==> src/rtl/nand_block_rules.sv <==
module nand_block_rules #(
  parameter int NUM_BLOCKS = 2,
  parameter int PAGES      = 64,
  parameter int WEAR_W     = 4
) (
  input  logic                      clk,
  input  logic                      rst_n,
  input  logic [$clog2(NUM_BLOCKS)-1:0] blk_i,
  input  logic [$clog2(PAGES)-1:0]  page_i,
  input  logic                      do_prog,
  input  logic                      do_erase,
  output logic                      prog_ok,
  output logic                      page_written,
  output logic [WEAR_W-1:0]         wear_o
);

  localparam int BLK_W = $clog2(NUM_BLOCKS);
  localparam int PG_W  = $clog2(PAGES);
  localparam int PTR_W = PG_W + 1;
  localparam logic [WEAR_W-1:0] WEAR_MAX = '1;

  logic [PAGES-1:0]  written [NUM_BLOCKS];
  logic [PTR_W-1:0]  next_pg [NUM_BLOCKS];
  logic [WEAR_W-1:0] wear    [NUM_BLOCKS];

  function automatic logic [PAGES-1:0] below_mask(input logic [PTR_W-1:0] lim);
    logic [PAGES-1:0] m;
    for (int i = 0; i < PAGES; i++) m[i] = (PTR_W'(i) < lim);
    return m;
  endfunction

  for (genvar b = 0; b < NUM_BLOCKS; b++) begin : g_blk
    logic [PAGES-1:0]  wr_q;
    logic [PTR_W-1:0]  ptr_q;
    logic [WEAR_W-1:0] wear_q;
    logic              hit;

    assign hit = (blk_i == BLK_W'(b));

    always_ff @(posedge clk or negedge rst_n) begin
      if (!rst_n) begin
        wr_q   <= '0;
        ptr_q  <= '0;
        wear_q <= '0;
      end else if (do_erase && hit) begin
        wr_q  <= '0;
        ptr_q <= '0;
        if (wear_q != WEAR_MAX) wear_q <= wear_q + 1'b1;
      end else if (do_prog && hit) begin
        wr_q[page_i] <= 1'b1;
        ptr_q        <= ptr_q + 1'b1;
      end
    end

    assign written[b] = wr_q;
    assign next_pg[b] = ptr_q;
    assign wear[b]    = wear_q;

    AST_ORDER_MASK: assert property (@(posedge clk) disable iff (!rst_n)
      wr_q == below_mask(ptr_q));
    AST_PTR_RANGE: assert property (@(posedge clk) disable iff (!rst_n)
      ptr_q <= PTR_W'(PAGES));
    AST_WEAR_SAT: assert property (@(posedge clk) disable iff (!rst_n)
      (wear_q == WEAR_MAX) |=> (wear_q == WEAR_MAX));
  end

  assign page_written = written[blk_i][page_i];
  assign prog_ok      = ({1'b0, page_i} == next_pg[blk_i]) && !page_written;
  assign wear_o       = wear[blk_i];

endmodule

==> config.mk <==
export PLATFORM = sky130hd
export DESIGN_NAME = nand_block_rules
export DESIGN_NICKNAME = d
export VERILOG_FILES = /design/src/rtl/nand_block_rules.sv
export SDC_FILE = /design/constraint.sdc
export NUM_CORES = 1
export LEC_CHECK = 0
export ABC_AREA = 1
export BUFFER_PORTS_ARGS = -buffer_cell sky130_fd_sc_hd__buf_2
export CAP_MARGIN = 20
export CORE_MARGIN = 1.5
export CORE_UTILIZATION = 50
export DETAILED_ROUTE_END_ITERATION = 10
export PLACE_DENSITY = 0.68
export SLEW_MARGIN = 20
export SYNTH_ARGS = -nofsm -noshare
export SYNTH_HDL_FRONTEND = slang
export SYNTH_SLANG_ARGS = --single-unit
==> constraint.sdc <==
create_clock -name clk -period 1.2 [get_ports clk]
set_input_delay 0.12 -clock clk [delete_from_list [all_inputs] [get_ports clk]]
set_output_delay 0.12 -clock clk [all_outputs]
set_load 0.02 [all_outputs]
==> flow_summary.yaml <==
power_and_ir_drop:
  vdd.ir_drop.worst_v: 0.001383
  standby_leakage_power_uw: 0.004938
  power_uw: 13850
  power_density_nw_per_um2: 1357
setup_path:
  critPathMaxStageDelay_ps: 380
  path_class: "reg -> out"
  crit_chain: "inv_2, nand2_2, nand2_1, nor2_1, nor2_1, nand2_1, o21ai_2, nand2_1, nor2_1, nand2_2, nor2_4, buf_6"
  critPathRequiredTime_ps: 1080
  worst_ep_arrival_time_ps: 1870
  worstPathBufferInverterCount: 2
  timing.critical_path.fanout_max: 2
  critical-path-slowest-cell: "sky130_fd_sc_hd__dfrtp_1"
  startpoint_type: "flop"
  crit_family: "simple AND/OR/NAND/NOR gates"
  worst_setup_path_end_kind: "output port"
timing:
  max_clock_freq_mhz: 501.9
  tightest_slew_ps: 418.0
  finalHoldViolCount: 0
  min_period_ps: 1992
  grt_setup_unrepaired: "yes"
  finalSetupViolations: 13
  skew_ps: 8.748
  slew_violations: 0
  slew_headroom: 0.7211
  period_utilisation_layout: 1.660
  final_critical_path_setup_slack_ps: -792.4
  fin_hold_ws_ps: 140.7
route:
  wl_per_cell_um: 16.14
  detailedRoute.firstPassIterationCount: 6
  post_drt_via_cell_ratio: 5.287
  dr.first_iter.drc_count: 688
  postRouteAntennaNets: 0
  wirelength_um: 22710
  dr_total_vias: 7439
  remaining_drc_errors: 0
yosys:
  synth_area_leader_cell: "sky130_fd_sc_hd__dfrtp_1"
  yosys_top_cell_area_share: 0.4869
  syn_area_per_cell_um2: 7.335
  synth_cells: 1051
  yosysWarnings: 0
  dominantRegCellSynth: "sky130_fd_sc_hd__dfrtp_1"
  yosysSeqAreaShare: 0.4869
  synth_fp_nets: 1066
  synth_edf_count: 0
  ys_ff_latch: 150
  mapped_area_um2: 7709
  synth_top_cells_by_area: "sky130_fd_sc_hd__dfrtp_1 (49%), sky130_fd_sc_hd__nand2_1 (15%), sky130_fd_sc_hd__a21oi_1 (9.1%), sky130_fd_sc_hd__nor2_1 (6.5%), sky130_fd_sc_hd__inv_1 (5.9%)"
  fraction_of_registers_with_async_set_or_reset_after_synthesis: 1.000
  post_synth_num_cell_types: 28
global_route:
  maximum_number_of_pins_on_one_net_before_global_route_repair: 45
  grt_use_total: 0.2965
  grt_pass1_wl_um: 37230
  global_route.overflow_total: 0
  antenna_found_initial: 0
  grt_pass1_vias: 7375
cts:
  cts.clk_slew.worst_paths_ps: 60
  cts_buffers: 17
  clock_sinks: 150
  worst_skew_pair.late_latency_ps: 430
  cts.path.max_buffers: 2
  cts_tree: "built"
  cts.htree.levels: 4
  clockRootBuffer: "sky130_fd_sc_hd__clkbuf_16"
floorplanning:
  placement_rows: 45
  placeable_core_area_um2: 15150
  initial_core_util: 0.5090
  die_height_um: 127.2
  ioPinCount: 17
  dieWidth_um: 127.2
  design.die.area_um2: 16170
placement:
  finalWeightedCongestion: 0.8777
  detailedPlacementHpwl_um: 15250
  place_inst: 1356
  portBuffers: 16
finish:
  mostFrequentLayoutCell: "sky130_fd_sc_hd__nand2_1"
  area.growth.synth_to_final_pct: 32.41
  final_layout_net_count: 1222
  utilization: 0.6739
  antennaDiodeCount: 0
  commonest_cells_after_routing_fill_and_taps_aside: "sky130_fd_sc_hd__nand2_1 (294), sky130_fd_sc_hd__dfrtp_1 (150), sky130_fd_sc_hd__a21oi_1 (139)"
  drive_gt1_frac: 0.2322
  post_layout_nonfiller_instances: 1407
worst_hold_path:
  worstHoldPathType: "in -> async"
flow_run:
  maxCapViolCount: 0
outcome:
  violations: "negative setup slack"
  result_of_the_run: "finished with violations"
==> cell usage after synthesis (7+ instances only) <==
cell type,number
sky130_fd_sc_hd__a21oi_1,140
sky130_fd_sc_hd__buf_2,24
sky130_fd_sc_hd__buf_6,8
sky130_fd_sc_hd__clkbuf_1,16
sky130_fd_sc_hd__dfrtp_1,150
sky130_fd_sc_hd__inv_1,122
sky130_fd_sc_hd__inv_2,7
sky130_fd_sc_hd__nand2_1,305
sky130_fd_sc_hd__nand3_1,39
sky130_fd_sc_hd__nor2_1,134
sky130_fd_sc_hd__nor3_1,16
sky130_fd_sc_hd__o21ai_0,30
sky130_fd_sc_hd__o21ai_1,22
sky130_fd_sc_hd__xor2_1,8
==> stage by stage <==
step | setup slack [ps] | setup TNS, ps | cell area (µm²)
4_1_cts | -791.1 | -2479 | 10080
3_5_place_dp | -576.9 | -27950 | 9188
6_report | -792.4 | -2332 | 10210
5_1_grt | -932.3 | -3486 | 10210
2_1_floorplan | -229.3 | -1071 | 7745
3_3_place_gp | -578.8 | -26490 | 9188
==> worst paths after layout <==
| path | from | end | slack (ps) | depth (start not counted) |
|---|---|---|---|---|
| max reg2reg | g_blk[0].ptr_q[0] | g_blk[0].ptr_q[6] | -160 | 9 |
| max | g_blk[0].wr_q[20] | prog_ok | -790 | 12 |
| min reg2reg | g_blk[1].wr_q[61] | g_blk[1].wr_q[61] | 490 | 2 |
| max in group asynchronous | rst_n | g_blk[0].wr_q[57] | 510 | 3 |
| min in group clk | do_erase | g_blk[0].ptr_q[1] | 250 | 5 |
| min | rst_n | g_blk[1].wr_q[53] | 140 | 2 |
==> power breakdown <==
| part | switching (µW) | internal (µW) | leakage, µW |
|---|---|---|---|
| clock | 2170 | 3310 | 0.000275 |
| combinational | 1520 | 1370 | 0.00260 |
| sequential | 163 | 5300 | 0.00207 |
| total | 3860 | 9990 | 0.00494 |
==> timing repair <==
action,in CTS,in global routing
pin swaps,16,17
gates resized for setup,59,30
hold buffers,2,0
endpoints found under the hold margin,152,0
setup endpoints to repair,14,26
setup buffers,16,5
==> layout make-up <==
type | instances | area [µm²]
clock buffer | 20 | 446.7
timing repair buffer | 188 | 1733
clock inverter | 11 | 150.1
tap | 188 | 235.2
multi-input combinational | 720 | 3391
inverter | 130 | 498.0
fill | 1215 | 4938
sequential | 150 | 3754
==> routing by layer <==
metal	global-route usage	up-vias	part of all wire
met5	0	-	0
met4	0.1250	0	0.026
met3	0.05235	53	0.059
met2	0.4786	245	0.48
met1	0.3969	3534	0.44
li1	-	3607	-
==> registers in the layout, indices dropped and copies added (netlist names) <==
name,count
g_blk.ptr_q,14
g_blk.wear_q,8
g_blk.wr_q,128
==> kinds of logic after synthesis <==
group | share of synthesized area
flip-flops | 0.4869
adder cells (fa/ha/maj) | 0.006493
XOR/XNOR | 0.01363
AO/OA/AOI/OAI | 0.1308
AND/OR/NAND/NOR | 0.2608
buffers and inverters | 0.1013
(Power assumes the default switching activity.)
